`src/rtl/pt_walker_pkg.sv`:
```
package pt_walker_pkg;

    localparam int DEF_OUT_W = 12;
    localparam int DEF_IN_W  = 10;
    localparam int DEF_OFF_W = 10;
    localparam int DEF_ENT_W = 32;

    typedef enum logic [1:0] {
        WS_IDLE  = 2'd0,
        WS_OUTER = 2'd1,
        WS_INNER = 2'd2
    } walk_state_e;

    typedef enum logic [1:0] {
        WF_NONE  = 2'd0,
        WF_BOUND = 2'd1,
        WF_OUTER = 2'd2,
        WF_INNER = 2'd3
    } walk_fault_e;

    typedef struct packed {
        logic        fault;
        walk_fault_e cause;
    } walk_result_s;

    function automatic walk_result_s mk_fault(walk_fault_e c);
        walk_result_s r;
        r.fault = (c != WF_NONE);
        r.cause = c;
        return r;
    endfunction

endpackage

```
`src/rtl/pt_cfg_regs.sv`:
```
module pt_cfg_regs #(
    parameter int MA_W  = 32,
    parameter int LEN_W = 13
) (
    input  logic             clk,
    input  logic             rst,
    input  logic             cfg_we,
    input  logic             cfg_sel,
    input  logic [MA_W-1:0]  cfg_wdata,
    output logic [MA_W-1:0]  base_q,
    output logic [LEN_W-1:0] len_q
);
    always_ff @(posedge clk) begin
        if (rst) begin
            base_q <= '0;
            len_q  <= '0;
        end else if (cfg_we) begin
            if (cfg_sel) len_q  <= cfg_wdata[LEN_W-1:0];
            else         base_q <= cfg_wdata;
        end
    end

    a_r12_len_load: assert property (@(posedge clk) disable iff (rst)
        (cfg_we && cfg_sel) |=> (len_q == $past(cfg_wdata[LEN_W-1:0])));

    a_r12_base_load: assert property (@(posedge clk) disable iff (rst)
        (cfg_we && !cfg_sel) |=> (base_q == $past(cfg_wdata)));
endmodule

```
`src/rtl/pt_addr_split.sv`:
```
module pt_addr_split #(
    parameter int OUT_W = 12,
    parameter int IN_W  = 10,
    parameter int OFF_W = 10,
    localparam int VA_W = OUT_W + IN_W + OFF_W
) (
    input  logic             clk,
    input  logic             rst,
    input  logic             load,
    input  logic [VA_W-1:0]  vaddr,
    output logic [OUT_W-1:0] outer_now,
    output logic [IN_W-1:0]  inner_q,
    output logic [OFF_W-1:0] off_q
);
    assign outer_now = vaddr[VA_W-1 -: OUT_W];

    always_ff @(posedge clk) begin
        if (rst) begin
            inner_q <= '0;
            off_q   <= '0;
        end else if (load) begin
            inner_q <= vaddr[OFF_W +: IN_W];
            off_q   <= vaddr[OFF_W-1:0];
        end
    end
endmodule

```
`src/rtl/pt_walk_fsm.sv`:
```
module pt_walk_fsm
    import pt_walker_pkg::*;
#(
    parameter int OUT_W = 12,
    parameter int IN_W  = 10,
    parameter int OFF_W = 10,
    parameter int ENT_W = 32,
    localparam int PTR_W = ENT_W - OFF_W,
    localparam int MA_W  = PTR_W + IN_W,
    localparam int LEN_W = OUT_W + 1
) (
    input  logic             clk,
    input  logic             rst,
    input  logic             req_valid,
    output logic             req_ready,
    input  logic [OUT_W-1:0] outer_now,
    input  logic [IN_W-1:0]  inner_q,
    input  logic [OFF_W-1:0] off_q,
    input  logic [MA_W-1:0]  base_q,
    input  logic [LEN_W-1:0] len_q,
    output logic             mem_req,
    output logic [MA_W-1:0]  mem_addr,
    input  logic             mem_rvalid,
    input  logic [ENT_W-1:0] mem_rdata,
    output logic             rsp_valid,
    output walk_result_s     rsp_res,
    output logic [ENT_W-1:0] rsp_paddr
);
    walk_state_e      state;
    logic             ent_ok;
    logic [PTR_W-1:0] ent_ptr;
    logic             in_bound;
    logic             unused_rsvd;

    assign ent_ok      = mem_rdata[0];
    assign ent_ptr     = mem_rdata[ENT_W-1:OFF_W];
    assign unused_rsvd = ^mem_rdata[OFF_W-1:1];
    assign in_bound    = ({1'b0, outer_now} < len_q);
    assign req_ready   = (state == WS_IDLE);

    always_ff @(posedge clk) begin
        if (rst) begin
            state     <= WS_IDLE;
            mem_req   <= 1'b0;
            mem_addr  <= '0;
            rsp_valid <= 1'b0;
            rsp_res   <= mk_fault(WF_NONE);
            rsp_paddr <= '0;
        end else begin
            mem_req   <= 1'b0;
            rsp_valid <= 1'b0;
            unique case (state)
                WS_IDLE: if (req_valid) begin
                    if (in_bound) begin
                        mem_req  <= 1'b1;
                        mem_addr <= base_q + MA_W'(outer_now);
                        state    <= WS_OUTER;
                    end else begin
                        rsp_valid <= 1'b1;
                        rsp_res   <= mk_fault(WF_BOUND);
                        rsp_paddr <= '0;
                    end
                end
                WS_OUTER: if (mem_rvalid) begin
                    if (ent_ok) begin
                        mem_req  <= 1'b1;
                        mem_addr <= {ent_ptr, inner_q};
                        state    <= WS_INNER;
                    end else begin
                        rsp_valid <= 1'b1;
                        rsp_res   <= mk_fault(WF_OUTER);
                        rsp_paddr <= '0;
                        state     <= WS_IDLE;
                    end
                end
                WS_INNER: if (mem_rvalid) begin
                    rsp_valid <= 1'b1;
                    state     <= WS_IDLE;
                    if (ent_ok) begin
                        rsp_res   <= mk_fault(WF_NONE);
                        rsp_paddr <= {ent_ptr, off_q};
                    end else begin
                        rsp_res   <= mk_fault(WF_INNER);
                        rsp_paddr <= '0;
                    end
                end
                default: state <= WS_IDLE;
            endcase
        end
    end

    // a read strobe only exists while a walk is in progress
    a_r9_busy_when_reading: assert property (@(posedge clk) disable iff (rst)
        mem_req |-> !req_ready);

    // a bound fault response is never accompanied by a read
    a_r5_bound_no_read: assert property (@(posedge clk) disable iff (rst)
        (rsp_valid && rsp_res.cause == WF_BOUND) |-> !mem_req);

    // a good response keeps the latched offset
    a_r1_offset_kept: assert property (@(posedge clk) disable iff (rst)
        (rsp_valid && !rsp_res.fault) |-> (rsp_paddr[OFF_W-1:0] == off_q));

    // the second read lands on the latched inner index
    a_r3_inner_index: assert property (@(posedge clk) disable iff (rst)
        (mem_req && state == WS_INNER) |-> (mem_addr[IN_W-1:0] == inner_q));

    // every fault response carries a zero address
    a_r6_fault_zero_addr: assert property (@(posedge clk) disable iff (rst)
        (rsp_valid && rsp_res.fault) |-> (rsp_paddr == '0));
endmodule

```
`src/rtl/pt_walker.sv`:
```
module pt_walker
    import pt_walker_pkg::*;
#(
    parameter int OUT_W = DEF_OUT_W,
    parameter int IN_W  = DEF_IN_W,
    parameter int OFF_W = DEF_OFF_W,
    parameter int ENT_W = DEF_ENT_W,
    localparam int VA_W  = OUT_W + IN_W + OFF_W,
    localparam int PTR_W = ENT_W - OFF_W,
    localparam int MA_W  = PTR_W + IN_W,
    localparam int LEN_W = OUT_W + 1
) (
    input  logic             clk,
    input  logic             rst,
    input  logic             req_valid,
    output logic             req_ready,
    input  logic [VA_W-1:0]  req_vaddr,
    output logic             rsp_valid,
    output logic             rsp_fault,
    output logic [1:0]       rsp_cause,
    output logic [ENT_W-1:0] rsp_paddr,
    output logic             mem_req,
    output logic [MA_W-1:0]  mem_addr,
    input  logic             mem_rvalid,
    input  logic [ENT_W-1:0] mem_rdata,
    input  logic             cfg_we,
    input  logic             cfg_sel,
    input  logic [MA_W-1:0]  cfg_wdata
);
    logic [MA_W-1:0]  base_q;
    logic [LEN_W-1:0] len_q;
    logic [OUT_W-1:0] outer_now;
    logic [IN_W-1:0]  inner_q;
    logic [OFF_W-1:0] off_q;
    walk_result_s     rsp_res;

    pt_cfg_regs #(.MA_W(MA_W), .LEN_W(LEN_W)) u_cfg (
        .clk(clk), .rst(rst), .cfg_we(cfg_we), .cfg_sel(cfg_sel),
        .cfg_wdata(cfg_wdata), .base_q(base_q), .len_q(len_q)
    );

    pt_addr_split #(.OUT_W(OUT_W), .IN_W(IN_W), .OFF_W(OFF_W)) u_split (
        .clk(clk), .rst(rst), .load(req_valid && req_ready),
        .vaddr(req_vaddr), .outer_now(outer_now),
        .inner_q(inner_q), .off_q(off_q)
    );

    pt_walk_fsm #(.OUT_W(OUT_W), .IN_W(IN_W), .OFF_W(OFF_W), .ENT_W(ENT_W)) u_fsm (
        .clk(clk), .rst(rst), .req_valid(req_valid), .req_ready(req_ready),
        .outer_now(outer_now), .inner_q(inner_q), .off_q(off_q),
        .base_q(base_q), .len_q(len_q),
        .mem_req(mem_req), .mem_addr(mem_addr),
        .mem_rvalid(mem_rvalid), .mem_rdata(mem_rdata),
        .rsp_valid(rsp_valid), .rsp_res(rsp_res), .rsp_paddr(rsp_paddr)
    );

    assign rsp_fault = rsp_res.fault;
    assign rsp_cause = rsp_res.cause;
endmodule

```
`config.mk`:
```
export PLATFORM = sky130hd
export DESIGN_NAME = pt_walker
export DESIGN_NICKNAME = d
export VERILOG_FILES = /design/src/rtl/pt_walker_pkg.sv /design/src/rtl/pt_cfg_regs.sv /design/src/rtl/pt_addr_split.sv /design/src/rtl/pt_walk_fsm.sv /design/src/rtl/pt_walker.sv
export SDC_FILE = /design/constraint.sdc
export NUM_CORES = 1
export LEC_CHECK = 0
export ABC_AREA = 1
export BUFFER_PORTS_ARGS = -buffer_cell sky130_fd_sc_hd__buf_2
export CAP_MARGIN = 20
export CELL_PAD_IN_SITES_DETAIL_PLACEMENT = 1
export CELL_PAD_IN_SITES_GLOBAL_PLACEMENT = 1
export CORE_MARGIN = 2
export CORE_UTILIZATION = 30
export CTS_BUF_LIST = sky130_fd_sc_hd__clkbuf_8
export DETAILED_ROUTE_END_ITERATION = 10
export PLACE_DENSITY = 0.79
export SLEW_MARGIN = 25
export SYNTH_ARGS = -nofsm -noshare
export SYNTH_HDL_FRONTEND = slang
export SYNTH_SLANG_ARGS = --single-unit
```
`constraint.sdc`:
```
create_clock -name clk -period 3.3 [get_ports clk]
set_input_delay 0.165 -clock clk [delete_from_list [all_inputs] [get_ports clk]]
set_output_delay 0.165 -clock clk [all_outputs]
set_load 0.05 [all_outputs]
```
Word level (Yosys, flattened, before mapping)
Index checks and enable logic that the tools add are counted.
Widths: inputs -> output; s select.
- word-level logic and storage cells: 68
- register bits: 136
- input port bits: 102
- reductions and logical operators: 9
- magnitude comparators: 1
- bitwise operators: 1
- equality and inequality tests: 9
- mux-type cells: 36
- add/sub/neg operators: 1
- operator list (operator ; number):
    $mux 32 ; 10
    $pmux 32 s3 ; 1
    $pmux 32 s2 ; 1
    $add 32x12->32 ; 1
    $mux 3 ; 6
    $lt 12x13->1 ; 1
    $ne 2x2->1 const B ; 6
    $mux 2 ; 5
    $mux 1 ; 9
    $pmux 3 s3 ; 1
    $pmux 2 s3 ; 1
    $reduce_and 6->1 ; 1
    $reduce_and 5->1 ; 1
    $reduce_and 2->1 ; 2
    $reduce_and 4->1 ; 1
    $pmux 1 s3 ; 1
    $reduce_bool 3->1 ; 1
    $eq 2x1->1 const B ; 1
    $eq 2x2->1 const B ; 1
    $logic_not 2->1 ; 1
    $ne 2x1->1 const B ; 1
    $pmux 1 s2 ; 1
    $reduce_bool 2->1 ; 1
    $logic_and 1x1->1 ; 1
    $not 1->1 ; 1

Longest topological paths before layout
Gate-level depths: netlist of run 1.
- word-level depth: 4
- gate-level depth with buffers: 15
- gate-level depth less buffers: 14

Hierarchy
Synthesis of run 1 repeated with hierarchy kept, for this count alone.
- cells, all modules: 1277
- area total of the unflattened synthesis: 8007.7 um^2
- modules (own cells, without submodules) (module ; instances ; cells an instance ; area an instance (um^2) ; sequential area each (um^2)):
    pt_walk_fsm ; 1 ; 869 ; 5114.9 ; 1421.4
    pt_cfg_regs ; 1 ; 267 ; 1960.6 ; 900.9
    pt_addr_split ; 1 ; 139 ; 924.6 ; 400.4
    pt_walker ; 1 ; 2 ; 7.5 ; 0.0

Worst setup path after synthesis of run 1
Ideal clock, no wire load.
- path kind: register -> register
- start: reg u_fsm.state[0]
- end: reg u_fsm.rsp_paddr[0]
- library setup time: 128 ps
- cell stages (with the launch flop): 14
- path slack: 1345 ps
- arrival: 1828 ps
- path buffers: 2
- cells stage by stage: dfxtp_1 -> inv_1 -> ha_1 -> inv_1 -> nor2_1 -> inv_1 -> nand3_2 -> nor3_2 -> nand2_1 -> inv_2 -> buf_6 -> buf_6 -> o21ai_1 -> nor2_1
- longest elaborated chain between the ends: 3
- elaborated cells between the ends (all ways): 11
- classes of those cells: 7 x eq/ne; 1 x mux; 3 x reduce/logical
- RTL lines (element ; line ; RTL):
    from (decl) ; pt_walk_fsm.sv:29 ; walk_state_e state;
    from (signal assigned) ; pt_walk_fsm.sv:43 ; state <= WS_IDLE;
    from (signal assigned) ; pt_walk_fsm.sv:57 ; state <= WS_OUTER;
    from (signal assigned) ; pt_walk_fsm.sv:68 ; state <= WS_INNER;
    $logic_not 2->1 * ; -- ;
    net req_ready ; pt_walker.sv:16 ; output logic req_ready,
    $ne 2x2->1 (no line) / $reduce_bool 3->1 (equally long branches) ; -- ;
    $reduce_and 6->1 (no line) ; -- ;
    to (signal assigned) ; pt_walk_fsm.sv:81 ; rsp_paddr <= {ent_ptr, off_q};
    to (decl) ; pt_walk_fsm.sv:27 ; output logic [ENT_W-1:0] rsp_paddr
The timed path passes the listed nets; every way through them passes the cells marked *.
A chain may end at the register's enable or synchronous reset.

Worst setup path in the final report of run 1
- start: reg u_cfg.len_q[10]
- end: reg u_fsm.rsp_paddr[7]
- longest elaborated chain between the ends: 3
- RTL lines (element ; line ; RTL):
    from (decl) ; pt_cfg_regs.sv:11 ; output logic [LEN_W-1:0] len_q
    from (signal assigned) ; pt_cfg_regs.sv:18 ; if (cfg_sel) len_q <= cfg_wdata[LEN_W-1:0];
    $lt 12x13->1 ; pt_walk_fsm.sv:38 ; assign in_bound = ({1'b0, outer_now} < len_q);
    $ne 2x2->1 (no line) ; -- ;
    $reduce_and 6->1 (no line) ; -- ;
Every way passes these cells.

==> summary.txt, run 1 <==
Layout
  • Combined area of the multi-input logic cells: about 3800 um2
  • Share of cells above drive strength 1: 16.5%
  • ANT cells: 0
  • Nets: about 1.5k
  • Fill cell count: 3126
  • FF+latch area: 2720 um2
  • Synth-to-layout area growth: 27.3%

Placed design
  • DP Wirelength: 18.5 mm
  • IO buf count: 162
  • Placer congestion estimate: 0.880
  • Setup WS pre-CTS: 0.932 ns

Floorplan
  • Die area: 25400 um2
  • FP Rows: 56
  • Die width: 159 um
  • Starting Density: 30.7%
  • Core box area: ~24000 um2
  • Io pins: ~170
  • Die height: approximately 160 um

GRT
  • First-pass GRT wire length: 41.4 mm
  • GRT Max-Usage Layer: met2
  • Vias in the first global route: 8054
  • Grt met3 use: 3.02%
  • Overflow after GRT: 0
  • M1 GR Usage: about a quarter
  • GRT Total Usage: between 20% and 30%
  • GRT met2 Usage: 36.5%
  • Initial antenna violation count: 0
  • Pin count of the biggest net entering global routing: 70

Route
  • Via count: slightly below 8k
  • WL/cell: approximately 15 um
  • Routed WL: between 20 and 30 mm
  • Vias/cell: 4.68
  • TritonRoute pass-1 iters: 4
  • DRT iter0 DRCs: about 420
  • Routed Antenna Nets: 0
  • DRC: 0

Synthesis
  • Ys Warns: 0
  • Dominant synthesized flop cell: dfxtp_1
  • Number of flops mapped to enable cells by yosys: 0
  • Yosys reg bits: 136
  • Top post-synthesis cells by count: nand2_1, nor2_1, inv_1, dfxtp_1, o21ai_0
  • Synth area leaders: dfxtp_1, nand2_1, nor2_1
  • Synth area leader: dfxtp_1
  • Synth Area per Inst: 6.30 um2
  • Post-synthesis cell area: between 7000 and 8000 um2
  • Post-synth cell types: 32
  • Mapped Cells: 1151
  • Net Count, Synth: 1281
  • Seq/Total Area, Yosys: between 30 and 40%
  • Share of the synthesized area in the top cell type: 37.5%
  • Most frequent cell after synthesis: nand2_1
  • Async SR Flop Fraction: 0%

Power and ir drop
  • Pwr per Cell Area: 857 nW/um2
  • Max IR drop VDD: 0.444 mV
  • Leakage: 4.67 nW

STA
  • Highest clock rate: ~420 MHz
  • Setup-failing EPs final: 0
  • Part of the cycle the worst path needs: a little under three quarters
  • Max_slew headroom: 41.2%
  • Measured slew at the worst slew-check pin: 0.881 ns
  • Final hold viol count: 0
  • Setup TNS: 0 ns
  • Clock skew: 0.0115 ns
  • Final min period: ~2.4 ns
  • Final worst slack: about 0.93 ns
  • Final Max Tran Viols: 0
  • RSZ-0062 raised after global routing: no

Critical path
  • CP Max Fanout: 69
  • R2r setup slk: 0.93 ns
  • Most used cell, CP: nand2_1
  • FF-to-FF path depth: 12
  • Critical Path Start Type: register
  • Setup crit end kind: register
  • CP peak stage delay: 0.50 ns
  • Crit path DAT: 2.69 ns
  • CP Data Required Time: 3.63 ns
  • Reg2Reg Capture Point: u_fsm.rsp_paddr[7]$_SDFFE_PP0P_
  • Cell Chain, Critical Path: inv_1 -> ha_1 -> nand4_1 -> nor2_1 -> nand2_1 -> nand3_1 -> nand2_1 -> inv_2 -> buf_4 -> nand2_1 -> o21ai_0 -> nor2_1
  • Highest-delay cell along the critical path: buf_4
  • Critical R2R Launch: u_cfg.len_q[10]$_SDFFE_PP0P_
  • Crit Path Class: register to register

Hold path
  • Hold endpoint: u_cfg.base_q[13]$_SDFFE_PP0P_
  • Hold Path Depth: 3
  • HP Class: primary input to register
  • Hold path start: cfg_wdata[13]

Clock tree
  • Root Buffer: clkbuf_8
  • Clock buffer depth: 2
  • Clock tree sinks: 136
  • Skew-Pair Late Insertion Delay: 0.46 ns
  • CTS tree: built
  • PostCTS Resize Cnt: 0
  • Cts bufs inserted: 17
  • Clock-pin transition on the worst setup and hold timing paths: 0.09 ns
  • CTS H-tree lvls: 4

Status
  • Outcome: finished clean

Job
  • Maxcap violations: 0
==> worst max path at each step <==
stage	startpoint	to	slack, ns	cells past startpoint
finish	u_cfg.len_q[10]$_SDFFE_PP0P_	u_fsm.rsp_paddr[7]$_SDFFE_PP0P_	0.93	12
global route	u_cfg.len_q[11]$_SDFFE_PP0P_	u_fsm.rsp_paddr[25]$_SDFFE_PP0P_	0.65	12
CTS	u_cfg.len_q[11]$_SDFFE_PP0P_	u_fsm.rsp_paddr[4]$_SDFFE_PP0P_	0.93	12
floorplan	u_fsm.state[0]$_SDFFE_PP0P_	u_fsm.rsp_paddr[0]$_SDFFE_PP0P_	1.34	13
detailed placement	u_cfg.len_q[11]$_SDFFE_PP0P_	u_fsm.rsp_paddr[4]$_SDFFE_PP0P_	0.93	12
global placement	u_fsm.state[1]$_SDFFE_PP0P_	u_fsm.rsp_paddr[31]$_SDFFE_PP0P_	1.05	13
==> area by class of cell <==
cell class | instances | area share, %
clock inverter | 15 | 2.43
timing repair buffer | 218 | 14.7
sequential | 136 | 29.5
multi-input combinational | 823 | 40.7
inverter | 143 | 5.84
clock buffer | 17 | 2.53
tap | 319 | 4.32
==> logic make-up (layout without fill, tap and decap cells) <==
group	after synthesis	count (layout)	synth area share [%]
simple gates	614	614	34.2
buf+inv	192	393	10.6
compound gates	178	178	12.3
flops	136	136	37.5
fa+ha+maj	28	28	4.93
xor+xnor	3	3	0.362
==> metrics by stage <==
| step | util [%] | power (mW) | instances | area (um2) | hold slack [ns] |
|---|---|---|---|---|---|
| detailed placement | 35.3 | 6.28 | 1595 | 8330 | 0.417 |
| CTS | 39.1 | 7.99 | 1671 | 9230 | 0.00712 |
| floorplan | - | 5.35 | 1151 | 7250 | 0.300 |
| finish | 39.1 | 7.91 | 1671 | 9230 | 0.0196 |
| global route | 39.1 | 8.50 | 1671 | 9230 | 0.0138 |
| global placement | 35.3 | 6.16 | 1595 | 8330 | 0.409 |
==> layer usage <==
metal	share of wire (%)	wire length (um)
met1	46	11500
met2	50	12500
met3	3.5	873
met4	1.4	353
met5	0	0
==> power breakdown <==
part / switching (mW) / leakage (nW) / internal, mW / total (mW)
registers: 0.263 / 1.12 / 2.12 / 2.38
clock network: 0.741 / 0.232 / 0.903 / 1.64
logic: 2.90 / 3.32 / 0.984 / 3.88
==> registers in the layout, summed over array words and instances (netlist names) <==
register and cells:
u_cfg.len_q 13, u_cfg.base_q 32, u_fsm.mem_addr 32, u_fsm.rsp_valid 1, u_split.inner_q 10, u_split.off_q 10
u_fsm.state 2, u_fsm.mem_req 1, u_fsm.rsp_paddr 32, u_fsm.rsp_res 3
==> worst max-delay path, delay by kind of cell, from the launching register on <==
kind,cells,cell delay (ns)
fa+ha+maj,1,0.29
flops,1,0.32
buf+inv,3,0.60
compound gates,1,0.12
simple gates,7,0.87
==> layout by cell type, fill, tap and decap left out, types with 6 or more instances in the layout <==
cell and instances:
buf_4 11, o21ai_1 11, inv_1 137, buf_2 162, dfxtp_1 136, o21ai_0 99, inv_2 6, nand4_1 10
dlygate4sd3_1 44, nand2_1 337, nor2_1 173, nand3_1 70, ha_1 27, clkbuf_8 17, nor3_1 6, a21oi_1 67
==> timing repair <==
item	CTS	global route
hold buffers	44	0
endpoints found under the hold margin	50	0
setup buffers	0	0
(Power assumes the default switching activity.)
==> run 2, diff against run 1 <==
--- a/config.mk
+++ b/config.mk
@@ -14,7 +14,7 @@
 export CORE_UTILIZATION = 30
 export CTS_BUF_LIST = sky130_fd_sc_hd__clkbuf_8
 export DETAILED_ROUTE_END_ITERATION = 10
-export PLACE_DENSITY = 0.79
+export PLACE_DENSITY = 0.82
 export SLEW_MARGIN = 25
 export SYNTH_ARGS = -nofsm -noshare
 export SYNTH_HDL_FRONTEND = slang
==> constraint.sdc (replaced) <==
create_clock -name clk -period 2 [get_ports clk]
set_input_delay 0.1 -clock clk [delete_from_list [all_inputs] [get_ports clk]]
set_output_delay 0.1 -clock clk [all_outputs]
set_load 0.05 [all_outputs]
==> run 2 against run 1 <==
  * The flow now finishes with violations (negative setup slack)
  * Wire length is 12% higher
  * Sequential power is 69% higher
  * Cell count grew 3.9%
==> summary.txt, run 2 (synthesis gave the netlist of run 1 again) <==
Layout
  • Share of cells above drive strength 1: 23.8% (+7.3 points)
  • Nets: 1532 (+4.3%)
  • Synth-to-layout area growth: 43.5%
  • Most frequent cells in the layout: nand2_1, nor2_1, buf_2, inv_1, dfxtp_1
  • Largest regs: u_cfg.base_q (32), u_fsm.mem_addr (32), u_fsm.rsp_paddr (32)
  • Commonest non-fill, non-tap cell in the layout: nand2_1
  • Fill cell count: 3087 (-1.2%)
  • FF+latch area: 2730 um2 (+0.23%)
  • Non-filler cells, final: 1736 (+3.9%)
  • Combined area of the multi-input logic cells: 4210 um2 (+12%)

Hold path
  • HP Class: primary input to register
  • Hold Path Depth: 5 (+2)

Critical path
  • Crit path DAT: 2.34 ns (-0.35 ns)
  • FF-to-FF path depth: 13 (+1)
  • CP Max Fanout: 7 (-90%)
  • CP Data Required Time: 2.34 ns (-1.29 ns)
  • Crit Path Class: register to register
  • Critical Path Start Type: register
  • Setup crit end kind: register

Route
  • WL/cell: 16.2 um (+7.4%)
  • Via count: 8359 (+7.0%)
  • Routed Antenna Nets: 0 (unchanged)
  • DRT iter0 DRCs: 427 (+1.9%)
  • TritonRoute pass-1 iters: 4 (unchanged)
  • Routed WL: 28.2 mm (+12%)
  • Vias/cell: 4.82 (+3.0%)
  • DRC: 0 (unchanged)

GRT
  • GRT Total Usage: 20.7% (+0.44 points)
  • Pin count of the biggest net entering global routing: 63 (-10%)
  • Initial antenna violation count: 2 (+2)
  • Overflow after GRT: 0 (unchanged)
  • First-pass GRT wire length: 42.6 mm (+2.9%)
  • Vias in the first global route: 8473 (+5.2%)

Power and ir drop
  • Final total power: 14.8 mW (+88%)
  • Leakage: 5.08 nW (+8.6%)
  • Max IR drop VDD: 0.825 mV (+86%)
  • Pwr per Cell Area: 1430 nW/um2 (+66%)

STA
  • Measured slew at the worst slew-check pin: 0.731 ns (-0.150 ns)
  • Final worst slack: -0.000174 ns (-0.934 ns)
  • Setup-failing EPs final: 1 (+1)
  • Max_slew headroom: 51.1% (+9.9 points)
  • Final hold viol count: 0 (unchanged)
  • RSZ-0062 raised after global routing: yes
  • Final Max Tran Viols: 0 (unchanged)
  • Final min period: 2.00 ns (-0.366 ns)
  • Hold_ws: 0.0197 ns (+0.000109 ns)
  • Highest clock rate: 500 MHz (+18%)
  • Part of the cycle the worst path needs: 100% (+28 points)
  • Clock skew: 0.0147 ns (+0.00314 ns)

Clock tree
  • CTS tree: built
  • Root Buffer: clkbuf_8
  • Clock-pin transition on the worst setup and hold timing paths: 0.09 ns (about the same)
  • Cts bufs inserted: 17 (unchanged)
  • CTS H-tree lvls: 4 (unchanged)
  • Clock buffer depth: 2 (unchanged)
  • Skew-Pair Late Insertion Delay: 0.46 ns (about the same)
  • Clock tree sinks: 136 (unchanged)

Job
  • Maxcap violations: 0 (unchanged)

Placed design
  • Placer congestion estimate: 0.845 (-4.0%)
  • IO buf count: 162 (unchanged)
  • Placed Cells: 1612 (+1.1%)
  • DP Wirelength: 18.7 mm (+1.4%)
  • Setup WS pre-CTS: -0.0383 ns (-0.971 ns)

Floorplan
  • FP Rows: 56 (unchanged)
  • Die area: 25400 um2 (unchanged)
  • Die height: 159 um (unchanged)
  • Die width: 159 um (unchanged)
  • Core box area: 23600 um2 (unchanged)
  • Starting Density: 30.7% (unchanged)
  • Io pins: 172 (unchanged)

Status
  • Outcome: finished, violations left
  • Failing checks: negative setup slack
## run 2: cell type report
class | instances | share of cell area, %
Timing Repair inverter | 1 | 0.0842
Sequential cell | 136 | 26.2
Antenna cell | 2 | 0.0481
Clock inverter | 15 | 1.47
Inverter | 143 | 5.35
Clock buffer | 17 | 2.25
Multi-Input combinational cell | 823 | 40.5
Tap cell | 319 | 3.84
Timing Repair Buffer | 280 | 20.3
## run 2: path summary, 6_finish.rpt
kind                           startpoint                         endpoint  slack [ns]
max          u_cfg.len_q[11]$_SDFFE_PP0P_  u_fsm.rsp_paddr[4]$_SDFFE_PP0P_     -0.0002
min                         mem_rdata[20]  u_fsm.mem_addr[20]$_SDFFE_PP0P_        0.02
max reg2reg  u_cfg.len_q[11]$_SDFFE_PP0P_  u_fsm.rsp_paddr[4]$_SDFFE_PP0P_     -0.0002
min reg2reg   u_cfg.len_q[9]$_SDFFE_PP0P_      u_cfg.len_q[9]$_SDFFE_PP0P_        0.46
## run 2: stage by stage
step                setup TNS [ns]  instance area, um2  utilization, %
finish                   -0.000174               10400            44.1
global route                 -2.94               10400            44.1
CTS                              0                9690            41.1
detailed placement         -0.0912                8530            36.1
global placement                 0                8530            36.1
floorplan                        0                7250               -
## run 2: report_power, final
part	switching, mW	internal [mW]
Clock	1.23	1.11
Combinational	5.60	2.85
Sequential	0.527	3.50
Total	7.36	7.47
## run 2: worst max-delay path, stage by stage (launching register included)
cell	delay, ns
dfxtp_1	0.31
inv_1	0.06
ha_4	0.27
nand4_1	0.18
a21oi_2	0.19
nor2_2	0.06
buf_6	0.14
nand3_4	0.11
nand2_8	0.08
inv_6	0.11
buf_12	0.12
nand2_1	0.08
o21ai_2	0.07
nor2_1	0.07
## run 2: repair_timing
item                                    4_1_cts  5_1_grt
endpoints found under the hold margin        95        0
hold buffers                                 75        0
pin swaps                                     1       16
endpoints found under the setup margin       10       67
gates resized for setup                       9      125
gates cloned                                  0       10
buffers inserted                              0        5
## run 2: routing by layer
| layer | share of wire [%] | global-route usage (%) | wire length, um |
|---|---|---|---|
| met1 | 44 | 25.2 | 12300 |
| met3 | 3.8 | 3.41 | 1070 |
| met4 | 3.0 | 7.48 | 836 |
| met5 | 0 | 0 | 0 |
| met2 | 49 | 36.6 | 13900 |
==> run 3, diff against run 2 <==
--- a/config.mk
+++ b/config.mk
@@ -14,7 +14,7 @@
 export CORE_UTILIZATION = 30
 export CTS_BUF_LIST = sky130_fd_sc_hd__clkbuf_8
 export DETAILED_ROUTE_END_ITERATION = 10
-export PLACE_DENSITY = 0.82
+export PLACE_DENSITY = 0.76
 export SLEW_MARGIN = 25
 export SYNTH_ARGS = -nofsm -noshare
 export SYNTH_HDL_FRONTEND = slang
==> run 3 against run 2 <==
  * The flow still finishes with violations (negative setup slack)
  * Setup slack got worse by 0.0049 ns
  * Global-route usage is 0.42 points lower
  * Maximum frequency is 0.25% lower
  * Die area unchanged
  * Cell count is 0.12% higher
  * Sequential share of layout area is 0.42 points lower
  * Non-clock buffer count rose by 5
  * Critical path depth grew 2
  * Clock power shrank 9.4%
  * Sequential power about the same
  * Combinational power up 6.3%
  * Wire length increased by 1.3%
==> summary.txt, run 3 (synthesis gave the netlist of run 1 again) <==
Status
  • Outcome: finished, violations left
  • Failing checks: negative setup slack

Layout
  • Non-filler cells, final: 1738 (+0.12%)
  • Commonest non-fill, non-tap cell in the layout: nand2_1
  • ANT cells: 0 (-2)
  • Nets: 1537 (+0.33%)
  • Combined area of the multi-input logic cells: 4370 um2 (+3.7%)
  • Synth-to-layout area growth: 46.2%
  • Most frequent cells in the layout: nand2_1, nor2_1, buf_2, inv_1, dfxtp_1
  • Share of cells above drive strength 1: 27.7% (+3.9 points)
  • Fill cell count: 3056 (-1.0%)
  • FF+latch area: 2740 um2 (+0.23%)
  • Largest regs: u_cfg.base_q (32), u_fsm.mem_addr (32), u_fsm.rsp_paddr (32)
  • Design area: 10600 um2 (+1.9%)

Route
  • DRT iter0 DRCs: 477 (+12%)
  • Routed WL: 28.5 mm (+1.3%)
  • Via count: 8413 (+0.65%)
  • WL/cell: 16.4 um (+1.1%)
  • Vias/cell: 4.84 (+0.53%)
  • TritonRoute pass-1 iters: 5 (+1)
  • DRC: 0 (unchanged)
  • Routed Antenna Nets: 0 (unchanged)

Clock tree
  • Clock-pin transition on the worst setup and hold timing paths: 0.09 ns (about the same)
  • CTS tree: built
  • CTS H-tree lvls: 4 (unchanged)
  • Cts bufs inserted: 17 (unchanged)
  • Clock buffer depth: 2 (unchanged)
  • Skew-Pair Late Insertion Delay: 0.46 ns (about the same)
  • Root Buffer: clkbuf_8
  • Clock tree sinks: 136 (unchanged)

Critical path
  • CP Max Fanout: 8 (+1)
  • R2r setup slk: -0.005 ns (about the same)
  • Critical R2R Launch: u_cfg.len_q[8]$_SDFFE_PP0P_
  • Reg2Reg Capture Point: u_fsm.rsp_paddr[7]$_SDFFE_PP0P_
  • Crit path DAT: 2.34 ns (about the same)
  • CP Data Required Time: 2.34 ns (about the same)
  • FF-to-FF path depth: 15 (+2)
  • Setup crit end kind: register
  • Critical Path Start Type: register
  • Crit Path Class: register to register

GRT
  • Initial antenna violation count: 0 (-2)
  • GRT Total Usage: 20.3% (-0.42 points)
  • Vias in the first global route: 8405 (-0.80%)
  • Pin count of the biggest net entering global routing: 47 (-25%)
  • GRT Max-Usage Layer: met2
  • Grt met3 use: 3.00% (-0.42 points)
  • GRT met2 Usage: 36.3% (-0.28 points)
  • First-pass GRT wire length: 41.9 mm (-1.7%)
  • Overflow after GRT: 0 (unchanged)
  • M1 GR Usage: 25.2% (about the same)

STA
  • Final hold viol count: 0 (unchanged)
  • Final min period: 2.01 ns (+0.00495 ns)
  • Final Max Tran Viols: 0 (unchanged)
  • Max_slew headroom: 47.2% (-3.9 points)
  • Measured slew at the worst slew-check pin: 0.790 ns (+0.0586 ns)
  • Hold_ws: 0.0179 ns (-0.00184 ns)
  • RSZ-0062 raised after global routing: yes
  • Final worst slack: -0.00512 ns (-0.00495 ns)
  • Setup-failing EPs final: 1 (unchanged)
  • Part of the cycle the worst path needs: 100% (+0.25 points)
  • Clock skew: 0.0158 ns (+0.00119 ns)
  • Highest clock rate: 499 MHz (-0.25%)

Power and ir drop
  • Pwr per Cell Area: 1430 nW/um2 (+0.17%)
  • Final total power: 15.1 mW (+2.0%)
  • Leakage: 5.14 nW (+1.3%)
  • Max IR drop VDD: 0.841 mV (+2.0%)

Placed design
  • Placed Cells: 1619 (+0.43%)
  • Dpl cell area: 8600 um2 (+0.76%)
  • Placer congestion estimate: 0.885 (+4.8%)
  • DP Wirelength: 18.8 mm (+0.37%)
  • IO buf count: 162 (unchanged)
  • Setup WS pre-CTS: -0.0376 ns (+0.000668 ns)

Floorplan
  • Starting Density: 30.7% (unchanged)
  • Core box area: 23600 um2 (unchanged)
  • Die width: 159 um (unchanged)
  • Io pins: 172 (unchanged)
  • FP Rows: 56 (unchanged)
  • Die area: 25400 um2 (unchanged)
  • Die height: 159 um (unchanged)

Hold path
  • HP Class: primary input to register
  • Hold Path Depth: 5 (unchanged)
  • Hold endpoint: u_fsm.mem_addr[14]$_SDFFE_PP0P_
  • Hold path start: mem_rdata[14]

Job
  • Maxcap violations: 0 (unchanged)
run 3: cell count changes in the layout (fill, tap and decap cells not counted), moves of 3 or more:
cell	change
o21ai_2	+3
dfxtp_1	-3
nand2_2	+28
inv_1	-5
dlygate4sd3_1	-5
buf_4	+7
inv_2	+3
o21ai_1	-3
nand2_1	-34
clkinv_4	+3
nand2_4	+6
run 3: per-stage QoR:
step	setup TNS (ns)	utilization (%)
after detailed placement	-0.345	36.4
after global placement	0	36.4
after floorplan	0	-
after global routing	-2.76	44.9
final	-0.00512	44.9
after CTS	-0.0279	40.9
run 3: final cells by class:
class	count	share of cell area [%]
sequential	136	25.8
timing repair inverter	1	0.0826
inverter	143	5.28
tap	319	3.76
timing repair buffer	285	20.6
clock buffer	18	2.34
multi-input combinational	823	41.2
clock inverter	13	0.921
run 3: worst max path at each step:
stage	from	end	slack, ns	cells after the start
after floorplan	u_fsm.state[0]$_SDFFE_PP0P_	u_fsm.rsp_paddr[0]$_SDFFE_PP0P_	0.04	13
after global placement	u_cfg.len_q[10]$_SDFFE_PP0P_	u_fsm.rsp_paddr[19]$_SDFFE_PP0P_	0.03	12
after detailed placement	u_cfg.len_q[10]$_SDFFE_PP0P_	u_fsm.rsp_paddr[10]$_SDFFE_PP0P_	-0.04	12
after CTS	u_cfg.len_q[8]$_SDFFE_PP0P_	u_fsm.mem_addr[11]$_SDFFE_PP0P_	-0.02	14
after global routing	u_fsm.state[0]$_SDFFE_PP0P_	u_fsm.rsp_paddr[4]$_SDFFE_PP0P_	-0.12	13
final	u_cfg.len_q[8]$_SDFFE_PP0P_	u_fsm.rsp_paddr[7]$_SDFFE_PP0P_	-0.005	15
run 3: per-layer routing:
| metal | part of all wire [%] | vias up |
|---|---|---|
| met4 | 1.9 | 0 |
| met1 | 44 | 4039 |
| met2 | 51 | 206 |
| met3 | 3.4 | 42 |
| met5 | 0 | - |
| li1 | - | 4126 |
run 3: timing repair:
action,CTS,global route
hold buffers,70,0
resized for setup,13,175
setup buffers,0,6
cloned,0,12
setup endpoints to repair,39,67
endpoints found under the hold margin,87,0
pin swaps,1,17
run 3: power breakdown:
part	switching (mW)	internal (mW)	leakage (nW)
clock network	1.23	0.893	0.179
logic	5.84	3.16	3.84
registers	0.513	3.51	1.13
total	7.58	7.56	5.14
run 3: critical path: stages (launching register included):
cell       delay [ns]
dfxtp_1          0.35
inv_2            0.06
ha_4             0.27
nand2_2          0.04
inv_2            0.05
nand2_1          0.06
a21oi_2          0.18
nor2_4           0.07
buf_6            0.13
nand3_4          0.07
nand2_8          0.09
clkinv_8         0.13
clkbuf_16        0.17
nand2_2          0.07
o21ai_2          0.07
nor2_1           0.05
